===== src/rtl/gpx_pkg.sv =====
package gpx_pkg;
    typedef enum logic [3:0] {
        RG_NONE, RG_IN, RG_OUT, RG_SEL, RG_MASK, RG_INV, RG_DIR, RG_DRV, RG_ID
    } region_e;

    localparam logic [7:0] A_SEL     = 8'h18;
    localparam logic [7:0] A_MASK    = 8'h19;
    localparam logic [7:0] A_INV     = 8'h1B;
    localparam logic [7:0] A_DIR     = 8'h1C;
    localparam logic [7:0] A_DRV_LO  = 8'h1D;
    localparam logic [7:0] A_DRV_HI  = 8'h23;
    localparam logic [7:0] A_ID      = 8'h2E;

    localparam logic [2:0] DM_PULLUP = 3'd0;
    localparam logic [2:0] DM_PULLDN = 3'd1;
    localparam logic [2:0] DM_ODHI   = 3'd2;
    localparam logic [2:0] DM_ODLO   = 3'd3;
    localparam logic [2:0] DM_FAST   = 3'd4;
    localparam logic [2:0] DM_SLOW   = 3'd5;
    localparam logic [2:0] DM_HIZ    = 3'd6;

    // bit position of a linear pin: port 2 has a four-bit gap
    function automatic int pin_pos(input int n);
        return (n >= 20) ? n + 4 : n;
    endfunction

    // which bits of a port carry a real pin
    function automatic logic [7:0] port_used(input int port, input int npins);
        logic [7:0] u;
        for (int b = 0; b < 8; b++) begin
            int pos;
            pos = port * 8 + b;
            if (pos < 20) u[b] = (pos < npins);
            else          u[b] = (pos >= 24) && (pos - 4 < npins);
        end
        return u;
    endfunction

    function automatic logic pad_oe(input logic dir_in, input logic [2:0] mode,
                                    input logic lvl);
        if (dir_in) return 1'b0;
        case (mode)
            DM_ODHI: return lvl;
            DM_ODLO: return !lvl;
            DM_HIZ:  return 1'b0;
            default: return 1'b1;
        endcase
    endfunction
endpackage


===== src/rtl/gpx_decode.sv =====
module gpx_decode
    import gpx_pkg::*;
(
    input  logic [7:0] addr,
    output region_e    region,
    output logic [2:0] idx
);
    always_comb begin
        idx = addr[2:0];
        unique case (1'b1)
            (addr[7:3] == 5'b00000):                 region = RG_IN;
            (addr[7:3] == 5'b00001):                 region = RG_OUT;
            (addr == A_SEL):                         region = RG_SEL;
            (addr == A_MASK):                        region = RG_MASK;
            (addr == A_INV):                         region = RG_INV;
            (addr == A_DIR):                         region = RG_DIR;
            (addr >= A_DRV_LO && addr <= A_DRV_HI): begin
                region = RG_DRV;
                idx    = 3'(addr - A_DRV_LO);
            end
            (addr == A_ID):                          region = RG_ID;
            default:                                 region = RG_NONE;
        endcase
    end
endmodule


===== src/rtl/gpx_port.sv =====
module gpx_port
    import gpx_pkg::*;
#(
    parameter int PORT     = 0,
    parameter int NUM_PINS = 60
) (
    input  logic        clk,
    input  logic        rst_n,
    input  logic [7:0]  wdata,
    input  logic        wr_out,
    input  logic        wr_msk,
    input  logic        wr_inv,
    input  logic        wr_dir,
    input  logic        wr_drv,
    input  logic [2:0]  drv_sel,
    output logic [7:0]  out_q,
    output logic [7:0]  msk_q,
    output logic [7:0]  inv_q,
    output logic [7:0]  dir_q,
    output logic [23:0] mode_flat,
    output logic [7:0]  drv_rd
);
    localparam logic [7:0] USED = port_used(PORT, NUM_PINS);

    logic [2:0] mode_q [8];

    always_ff @(posedge clk) begin
        if (!rst_n) begin
            out_q <= '0;
            msk_q <= '0;
            inv_q <= '0;
            dir_q <= USED;
        end else begin
            if (wr_out) out_q <= wdata & USED;
            if (wr_msk) msk_q <= wdata & USED;
            if (wr_inv) inv_q <= wdata & USED;
            if (wr_dir) dir_q <= wdata & USED;
        end
    end

    for (genvar b = 0; b < 8; b++) begin : g_bit
        always_ff @(posedge clk) begin
            if (!rst_n)
                mode_q[b] <= DM_FAST;
            else if (wr_drv && wdata[b] && USED[b])
                mode_q[b] <= drv_sel;
        end
        assign mode_flat[b*3 +: 3] = mode_q[b];
        assign drv_rd[b] = USED[b] && (mode_q[b] == drv_sel);


        drv_set_chk: assert property (@(posedge clk) disable iff (!rst_n)
            (wr_drv && wdata[b] && USED[b]) |=> (mode_q[b] == $past(drv_sel)));

        drv_keep_chk: assert property (@(posedge clk) disable iff (!rst_n)
            (wr_drv && !wdata[b]) |=> $stable(mode_q[b]));
    end
endmodule


===== src/rtl/gpx_regfile.sv =====
module gpx_regfile
    import gpx_pkg::*;
#(
    parameter int NUM_PINS = 60
) (
    input  logic                  clk,
    input  logic                  rst_n,
    input  logic [7:0]            bus_addr,
    input  logic [7:0]            bus_wdata,
    input  logic                  bus_we,
    input  logic                  bus_re,
    output logic [7:0]            bus_rdata,
    input  logic [NUM_PINS-1:0]   pin_in,
    output logic [NUM_PINS-1:0]   pin_out,
    output logic [NUM_PINS-1:0]   pin_oe,
    output logic [3*NUM_PINS-1:0] pin_drive
);
    localparam int         NBITS     = (NUM_PINS > 20) ? NUM_PINS + 4 : NUM_PINS;
    localparam int         NPORTS    = (NBITS + 7) / 8;
    localparam int         LAST_PORT = NPORTS - 1;
    localparam logic [7:0] DEV_ID    = 8'((NUM_PINS / 10) << 4);

    region_e    region;
    logic [2:0] idx;
    logic [2:0] sel_q;
    logic [7:0] rd_val;
    logic [63:0] in_pos;
    logic [63:0] out_pos;
    logic [63:0] dir_pos;
    logic [7:0]  out_w [8];
    logic [7:0]  msk_w [8];
    logic [7:0]  inv_w [8];
    logic [7:0]  dir_w [8];
    logic [7:0]  drv_w [8];
    logic [23:0] mode_w [8];

    gpx_decode u_dec (.addr(bus_addr), .region(region), .idx(idx));

    always_ff @(posedge clk) begin
        if (!rst_n)
            sel_q <= '0;
        else if (bus_we && region == RG_SEL)
            sel_q <= (bus_wdata > 8'(LAST_PORT)) ? 3'(LAST_PORT) : bus_wdata[2:0];
    end

    for (genvar p = 0; p < 8; p++) begin : g_port
        if (p < NPORTS) begin : g_on
            gpx_port #(.PORT(p), .NUM_PINS(NUM_PINS)) u_port (
                .clk      (clk),
                .rst_n    (rst_n),
                .wdata    (bus_wdata),
                .wr_out   (bus_we && region == RG_OUT && idx == 3'(p)),
                .wr_msk   (bus_we && region == RG_MASK && sel_q == 3'(p)),
                .wr_inv   (bus_we && region == RG_INV && sel_q == 3'(p)),
                .wr_dir   (bus_we && region == RG_DIR && sel_q == 3'(p)),
                .wr_drv   (bus_we && region == RG_DRV && sel_q == 3'(p)),
                .drv_sel  (idx),
                .out_q    (out_w[p]),
                .msk_q    (msk_w[p]),
                .inv_q    (inv_w[p]),
                .dir_q    (dir_w[p]),
                .mode_flat(mode_w[p]),
                .drv_rd   (drv_w[p])
            );
        end else begin : g_off
            assign out_w[p]  = '0;
            assign msk_w[p]  = '0;
            assign inv_w[p]  = '0;
            assign dir_w[p]  = '0;
            assign drv_w[p]  = '0;
            assign mode_w[p] = {8{DM_FAST}};
        end
        assign out_pos[p*8 +: 8] = out_w[p];
        assign dir_pos[p*8 +: 8] = dir_w[p];
    end

    always_comb begin
        in_pos = '0;
        for (int n = 0; n < NUM_PINS; n++) begin
            in_pos[pin_pos(n)]  = pin_in[n];
            pin_out[n]          = out_pos[pin_pos(n)];
            pin_drive[3*n +: 3] = mode_w[pin_pos(n) / 8][(pin_pos(n) % 8) * 3 +: 3];
            pin_oe[n]           = pad_oe(dir_pos[pin_pos(n)], pin_drive[3*n +: 3],
                                         out_pos[pin_pos(n)]);
        end
    end

    always_comb begin
        unique case (region)
            RG_IN:   rd_val = (in_pos[{idx, 3'b000} +: 8] ^ inv_w[idx])
                              & port_used(int'(idx), NUM_PINS);
            RG_OUT:  rd_val = out_w[idx];
            RG_SEL:  rd_val = {5'b0, sel_q};
            RG_MASK: rd_val = msk_w[sel_q];
            RG_INV:  rd_val = inv_w[sel_q];
            RG_DIR:  rd_val = dir_w[sel_q];
            RG_DRV:  rd_val = drv_w[sel_q];
            RG_ID:   rd_val = DEV_ID;
            default: rd_val = '0;
        endcase
    end

    always_ff @(posedge clk) begin
        if (!rst_n)     bus_rdata <= '0;
        else if (bus_re) bus_rdata <= rd_val;
    end


    rdata_hold_chk: assert property (@(posedge clk) disable iff (!rst_n)
        !bus_re |=> $stable(bus_rdata));

    sel_clip_chk: assert property (@(posedge clk) disable iff (!rst_n)
        (bus_we && bus_addr == A_SEL && bus_wdata > 8'(LAST_PORT))
        |=> (sel_q == 3'(LAST_PORT)));

    id_read_chk: assert property (@(posedge clk) disable iff (!rst_n)
        (bus_re && bus_addr == A_ID) |=> (bus_rdata == DEV_ID));

    in_write_ignored_chk: assert property (@(posedge clk) disable iff (!rst_n)
        (bus_we && bus_addr[7:3] == 5'b00000) |=> ($stable(pin_out) && $stable(pin_oe)));
endmodule


===== config.mk =====
export PLATFORM = sky130hd
export DESIGN_NAME = gpx_regfile
export DESIGN_NICKNAME = d
export VERILOG_FILES = /design/src/rtl/gpx_pkg.sv /design/src/rtl/gpx_decode.sv /design/src/rtl/gpx_port.sv /design/src/rtl/gpx_regfile.sv
export SDC_FILE = /design/constraint.sdc
export NUM_CORES = 1
export LEC_CHECK = 0
export BUFFER_PORTS_ARGS = -buffer_cell sky130_fd_sc_hd__buf_2
export CORE_MARGIN = 4
export CORE_UTILIZATION = 30
export DETAILED_ROUTE_END_ITERATION = 8
export SYNTH_ARGS = -nofsm -noshare
export SYNTH_HDL_FRONTEND = slang
export SYNTH_SLANG_ARGS = --single-unit

===== constraint.sdc =====
create_clock -name clk -period 4.9 [get_ports clk]
set_input_delay 0.98 -clock clk [delete_from_list [all_inputs] [get_ports clk]]
set_output_delay 0.98 -clock clk [all_outputs]
set_load 0.01 [all_outputs]

==> impl_metrics.json, run 1 <==
{
  "final_common_cell": "nand2_1",
  "critical_path_required_ns": 5.36,
  "grt_usage_pct": 27.7,
  "grt_max_degree": 86,
  "leakage_nw": 11.0,
  "relSlewSlack_pct": 12.5,
  "gr-total-overflow": 0,
  "synth-simple-area-share_pct": 23.1,
  "die_area_um2": 85500,
  "hpwl_mm": 93.1,
  "vias": 25099,
  "n_fill_cell": 8286,
  "drtIter0Drc": 3695,
  "cp_cell_sequence": "buf_2 > or3_1 > or3_1 > nand3_1 > nand2_2 > mux2_2 > a22oi_1 > nor2_1 > a2111oi_2 > a31oi_1",
  "path_max_fanout": 13,
  "cts.sinks": 431,
  "synth-seq-cells": 431,
  "max_freq_mhz": 228,
  "htree_levels": 2,
  "crit_slowest_cell": "nand3_1",
  "die_w_um": 292,
  "synth_area_per_cell_um2": 8.62,
  "post-route-period-util_pct": 89.4,
  "synth_compound_area_share_pct": 14.0,
  "synthMuxAreaShare_pct": 7.53,
  "synth_top_family_by_area": "simple AND/OR/NAND/NOR gates",
  "endpoint_kind": "flip-flop",
  "cts.repair.resized": 0,
  "gp_congestion": 1.00,
  "syn_area_um2": 24300,
  "cts_tree": "done",
  "synth_xor_area_share_pct": 8.09,
  "cts_setup_buffers": 0,
  "finalHoldViolations": 0,
  "grt_pass1_wl_mm": 174,
  "arrival_ns": 4.84,
  "cap_violations": 0,
  "avgViaCountPerCell": 5.83,
  "root_buffer": "clkbuf_16",
  "power_density_nw_per_um2": 288,
  "cpLargestDelayFamily": "simple AND/OR/NAND/NOR gates",
  "fin_nets": 3288,
  "areaGrowthSynthToFinish_pct": 22.2,
  "holdBufCountCts": 0,
  "core_region_area_um2": 80400,
  "synth_nets": 2905,
  "crit_path_max_incr_delay_ns": 0.55,
  "io_pins": 388,
  "clock_skew_ns": 0.0313,
  "postRouteWirelength_mm": 124,
  "synth_cell_types": 91,
  "drv_slew": 0,
  "rsz0062_at_grt": "no",
  "port_buffers": 387,
  "ys.flop_type": "dfxtp_1",
  "clk_path_buf_depth": 3,
  "ys_warn_count": 0,
  "setup_tns_ns": 0,
  "clk_latency_ns": 0.62,
  "cp-start-kind": "input pin",
  "grt_pass1_vias": 23387,
  "hp-class": "reg2reg",
  "fin_crit_ns": 4.38,
  "cts_made_buffers": 49,
  "synth_cells": 2817,
  "async_flop_share_pct": 0,
  "routedWlPerCell_um": 28.7,
  "antenna_found_initial": 8,
  "outcome": "complete, no violations",
  "place_inst": 4209,
  "finalNonFillerCells": 4307,
  "initial_core_util_pct": 30.2,
  "synth-edff-count": 180,
  "final_antenna_net_count": 0,
  "ir_worst_vdd_mv": 0.178,
  "drc": 0,
  "critPathKind": "in2reg",
  "cpMostUsedCell": "or3_1",
  "mostFrequentLayoutCells": "616 x nand2_1, 386 x buf_2, 260 x a21oi_1",
  "synth_adder_area_share_pct": 0.412,
  "worst_slew_pin_slew_ns": 1.30,
  "clkTransAtPathRegs_ns": 0.06,
  "cp_num_buf_inv": 1,
  "setup_viol": 0,
  "dr.pass1.iters": 8,
  "synth_seq_area_share_pct": 43.0,
  "drive_gt1_share_pct": 22.1,
  "rows": 104,
  "dieHeight_um": 292
}
[power by group]
group          internal (mW)  switching, mW
Combinational          0.292          0.586
Sequential              3.77         0.0597
Clock                   2.24           1.61
Total                   6.30           2.25
[cell usage after synthesis, types with 7 or more instances]
cell,n,area [um^2]
nand2_1,617,2320
nor2_1,261,980
a21oi_1,260,1300
dfxtp_1,251,5020
xnor2_1,188,1650
edfxtp_1,180,5410
nand3_1,158,791
clkbuf_1,144,541
nor2b_1,73,457
mux2i_1,69,691
o21ai_0,52,260
mux4_2,43,968
nor3_1,38,190
buf_2,32,160
inv_1,24,90.1
o22ai_1,24,150
a221oi_1,22,193
xor2_1,21,184
buf_1,20,75.1
a211oi_1,19,143
and3_1,18,113
nor4_1,17,106
nand4_1,16,100
a31oi_1,15,93.8
mux2_2,15,169
o2111ai_1,15,131
or3_1,15,93.8
o221ai_1,13,114
or4_1,10,75.1
a221o_1,9,90.1
a22oi_1,9,67.6
a2111oi_0,8,70.1
ha_1,8,100
nand2b_1,8,50.1
a222oi_1,7,70.1
and2_1,7,43.8
o211ai_1,7,52.6
[sequential cells by signal (all words and copies together) (netlist names)]
register	count
g_port.g_on.u_port.dir_q	60
g_port.g_on.u_port.msk_q	60
g_port.g_on.u_port.inv_q	60
sel_q	3
g_port.g_on.u_port.out_q	60
bus_rdata	8
g_port.g_on.u_port.mode_q	180
[worst paths after layout]
path,start,endpoint,slack [ns],depth (start not counted)
worst min register to register,g_port[3].g_on.u_port.msk_q[1],g_port[3].g_on.u_port.msk_q[1],0.45,2
worst max-delay path,bus_addr[3],bus_rdata[6],0.52,10
worst min-delay path,g_port[3].g_on.u_port.msk_q[1],g_port[3].g_on.u_port.msk_q[1],0.45,2
worst max register to register,sel_q[0],bus_rdata[6],1.61,8
[layout make-up]
type | count | area (um^2) | share of cell area (%)
multi-input cells | 2155 | 13000 | 43.6
repair buffers | 536 | 3160 | 10.6
diodes | 6 | 15.0 | 0.0506
clock inverters | 13 | 169 | 0.569
flip-flops and latches | 431 | 10400 | 35.2
inverters | 27 | 104 | 0.350
well taps | 1060 | 1330 | 4.47
clock buffers | 79 | 1520 | 5.11
[worst min-delay path: stages (launching register included)]
cell and delay (ns):
dfxtp_1 0.30, nand2_1 0.05, a21oi_1 0.05
[cell families (layout without fill, tap and decap cells)]
group                    after synthesis  in the layout
AND/OR/NAND/NOR                     1270           1270
AO/OA/AOI/OAI                        535            535
flip-flops                           431            431
buffers and inverters                231            655
XOR/XNOR                             215            215
multiplexers                         127            127
adder cells (fa/ha/maj)                8              8
other                                  0              6
[routing by layer]
layer	global-route usage, %	vias up	wire (um)
li1	-	10728	-
met1	35.1	12101	45500
met5	0	-	26
met2	43.0	1881	54800
met4	14.4	4	7790
met3	7.89	385	15700
[per-stage QoR]
| stage | cell area, um^2 | hold slack (ns) | utilization, % | power [mW] | worst slack (ns) |
|---|---|---|---|---|---|
| global route | 29700 | 0.466 | 36.9 | 8.74 | 0.502 |
| detailed placement | 28000 | 0.441 | 34.8 | 4.75 | 0.0770 |
| CTS | 29700 | 0.450 | 36.9 | 8.52 | 0.707 |
| finish | 29700 | 0.448 | 36.9 | 8.55 | 0.521 |
| floorplan | 24300 | 0.428 | - | 4.37 | 0.338 |
| global placement | 28000 | 0.434 | 34.8 | 4.75 | 0.00348 |
Note: power is estimated with default switching activity, not from simulation.
==> run 2, diff against run 1 <==
--- a/config.mk
+++ b/config.mk
@@ -5,6 +5,7 @@
 export SDC_FILE = /design/constraint.sdc
 export NUM_CORES = 1
 export LEC_CHECK = 0
+export ABC_AREA = 1
 export BUFFER_PORTS_ARGS = -buffer_cell sky130_fd_sc_hd__buf_2
 export CORE_MARGIN = 4
 export CORE_UTILIZATION = 30
==> constraint.sdc (replaced) <==
create_clock -name clk -period 5.2 [get_ports clk]
set_input_delay 1.04 -clock clk [delete_from_list [all_inputs] [get_ports clk]]
set_output_delay 1.04 -clock clk [all_outputs]
set_load 0.01 [all_outputs]
==> run 2 against run 1 <==
Effect of this change:
- final cell count increased by 20%
- first-iteration DRC count increased by 1.6%
- sequential share of layout area decreased by 0.57 points
- non-clock buffer count decreased by 73
- core utilization decreased by 0.94 points
- combinational power increased by 29%
- critical path type is now reg2out
- critical endpoint is now pin_oe[23]
- largest power group unchanged
==> impl_metrics.json, run 2 <==
{
  "internal_power_mw": 6.13,
  "crit_path_max_incr_delay_ns": 0.98,
  "swShare_pct": 28.5,
  "grt_pass1_vias": 24296,
  "critPathKind": "reg2out",
  "initial_core_util_pct": 30.3,
  "postRouteWirelength_mm": 124,
  "final_common_cell": "nand2_1",
  "gp_congestion": 0.969,
  "antenna_found_initial": 6,
  "htree_levels": 2,
  "ir_worst_vdd_mv": 0.245,
  "fin_crit_ns": 3.87,
  "avgViaCountPerCell": 5.26,
  "rsz0062_at_grt": "no",
  "synth-edff-count": 180,
  "areaGrowthSynthToFinish_pct": 18.6,
  "dieHeight_um": 299,
  "ys.flop_type": "dfxtp_1",
  "combPwrFrac_pct": 13.2,
  "die_w_um": 299,
  "dpl_cell_area_um2": 28400,
  "root_buffer": "clkbuf_16",
  "cts_setup_buffers": 0,
  "cts_tree": "done",
  "stdcell_area_um2": 30100,
  "clock_skew_ns": 0.0207,
  "largest_register": "g_port.g_on.u_port.mode_q",
  "outcome": "complete, no violations",
  "clkTransAtPathRegs_ns": 0.06,
  "grt_max_degree": 96,
  "cts_made_buffers": 51,
  "yosys.area.top_type_share_pct": 21.3,
  "cap_violations": 0,
  "drc": 0,
  "finalHoldViolations": 0,
  "port_buffers": 387,
  "core_region_area_um2": 83800,
  "grt_pass1_wl_mm": 173,
  "power.total_mw": 8.56,
  "cpLargestDelayFamily": "compound AO/OA/AOI/OAI gates",
  "cp_cell_sequence": "inv_1 > nand2_1 > o21ai_0 > nand2_1 > inv_1 > buf_2",
  "seqPwrFrac_pct": 42.0,
  "worst_slew_pin_slew_ns": 1.34,
  "synth_area_leaders": "edfxtp_1 21%, dfxtp_1 20%, nand2_1 16%",
  "drtIter0Drc": 3754,
  "arrival_ns": 2.83,
  "power_density_nw_per_um2": 284,
  "cts.repair.resized": 0,
  "async_flop_share_pct": 0,
  "hp-class": "reg2reg",
  "vias": 27314,
  "grt_usage_pct": 26.2,
  "n_fill_cell": 9096,
  "mostFrequentLayoutCells": "1079 x nand2_1, 496 x inv_1, 386 x buf_2",
  "synth_area_per_cell_um2": 6.82,
  "fin_nets": 4099,
  "drive_gt1_share_pct": 15.5,
  "critical_path_required_ns": 4.16,
  "setup_viol": 0,
  "die_area_um2": 89500,
  "synth_nets": 3814,
  "rows": 106,
  "setup_tns_ns": 0,
  "synth_seq_area_share_pct": 41.0,
  "routedWlPerCell_um": 23.8,
  "path_max_fanout": 3,
  "synth_cell_types": 47,
  "yosys.cell_count.top_type": "nand2_1",
  "dr.pass1.iters": 6,
  "p_switching_mw": 2.44,
  "gr-total-overflow": 0,
  "cp_num_buf_inv": 3,
  "clk_latency_ns": 0.62,
  "drv_slew": 0,
  "cp-start-kind": "flip-flop",
  "hpwl_mm": 90.5,
  "relSlewSlack_pct": 9.80,
  "clk_path_buf_depth": 3,
  "synth-seq-cells": 431,
  "holdBufCountCts": 0,
  "synth.largest_area_cell": "edfxtp_1",
  "synthTopCellsByCount": "1082 x nand2_1, 499 x inv_1, 362 x o21ai_0",
  "max_freq_mhz": 258,
  "largest_reg_flops": 180,
  "power.share.clock_pct": 44.8,
  "crit_slowest_cell": "o21ai_0",
  "ys_warn_count": 0,
  "cts.sinks": 431,
  "leakage_nw": 14.1,
  "post-route-period-util_pct": 74.4,
  "endpoint_kind": "primary output",
  "io_pins": 388,
  "final_antenna_net_count": 0,
  "syn_area_um2": 25400,
  "synth_cells": 3726
}
[run 2: changes by cell type after synthesis, sizes merged, moves of 73 or more]
cell   before   now
o21ai      55   364
nor2      265   338
nor2b      73     0
xnor2     190     1
inv        27   518
nand2     618  1090
[run 2: cell type report]
type                       count  area (um^2)  area share [%]
multi-input combinational   2539        11900            39.6
sequential                   431        10400            34.6
timing repair buffer         463         2630            8.71
inverter                     525         1980            6.57
clock buffer                  69         1470            4.88
tap                         1134         1420            4.71
clock inverter                25          282           0.934
antenna                        2         5.00          0.0166
[run 2: metrics by stage]
stage / setup WS, ns / hold WS (ns) / util [%] / std cells
floorplan: 1.46 / 0.424 / - / 3726
global placement: 0.790 / 0.433 / 33.9 / 5092
detailed placement: 0.805 / 0.438 / 33.9 / 5092
CTS: 1.44 / 0.449 / 36.0 / 5186
global route: 1.13 / 0.471 / 36.0 / 5186
finish: 1.33 / 0.449 / 36.0 / 5188
[run 2: power by group through the flow]
stage	clock network, mW	logic (mW)	registers, mW
after floorplan	0	0.660	3.67
after global placement	0	1.09	3.67
after detailed placement	0	1.09	3.67
after CTS	3.84	1.10	3.60
after global routing	3.96	1.21	3.60
final	3.84	1.13	3.60
[run 2: worst register-to-register path: cells and delay by family, from the launching register on]
family          cells  cell delay [ns]
buf+inv             4             1.22
simple gates        8             0.84
flops               1             0.72
compound gates      4             0.68
[run 2: path summary, 6_finish.rpt]
kind	slack (ns)	endpoint	depth (start not counted)	startpoint
hold reg to reg	0.45	g_port[6].g_on.u_port.msk_q[4]	2	g_port[6].g_on.u_port.msk_q[4]
setup reg to reg	1.59	bus_rdata[0]	16	sel_q[0]
hold / removal	0.45	g_port[6].g_on.u_port.msk_q[4]	2	g_port[6].g_on.u_port.msk_q[4]
setup / recovery	1.33	pin_oe[23]	6	g_port[3].g_on.u_port.mode_q[0][11]
[run 2: metal layers]
metal | global-route usage (%) | part of all wire [%] | vias up
li1 | - | - | 12509
met1 | 34.9 | 39 | 12773
met2 | 39.3 | 42 | 1767
met3 | 8.33 | 13 | 263
met4 | 10.9 | 4.9 | 2
met5 | 0 | 0.011 | -
[run 2: cell families (layout without fill, tap and decap cells)]
family                   Yosys count  in the layout  share of synthesized area [%]
AND/OR/NAND/NOR                 1678           1678                           27.1
AO/OA/AOI/OAI                    780            780                           16.8
buffers and inverters            756           1082                           12.2
flip-flops                       431            431                           41.0
XOR/XNOR                          73             73                           2.51
adder cells (fa/ha/maj)            8              8                          0.394
other                              0              2                              0
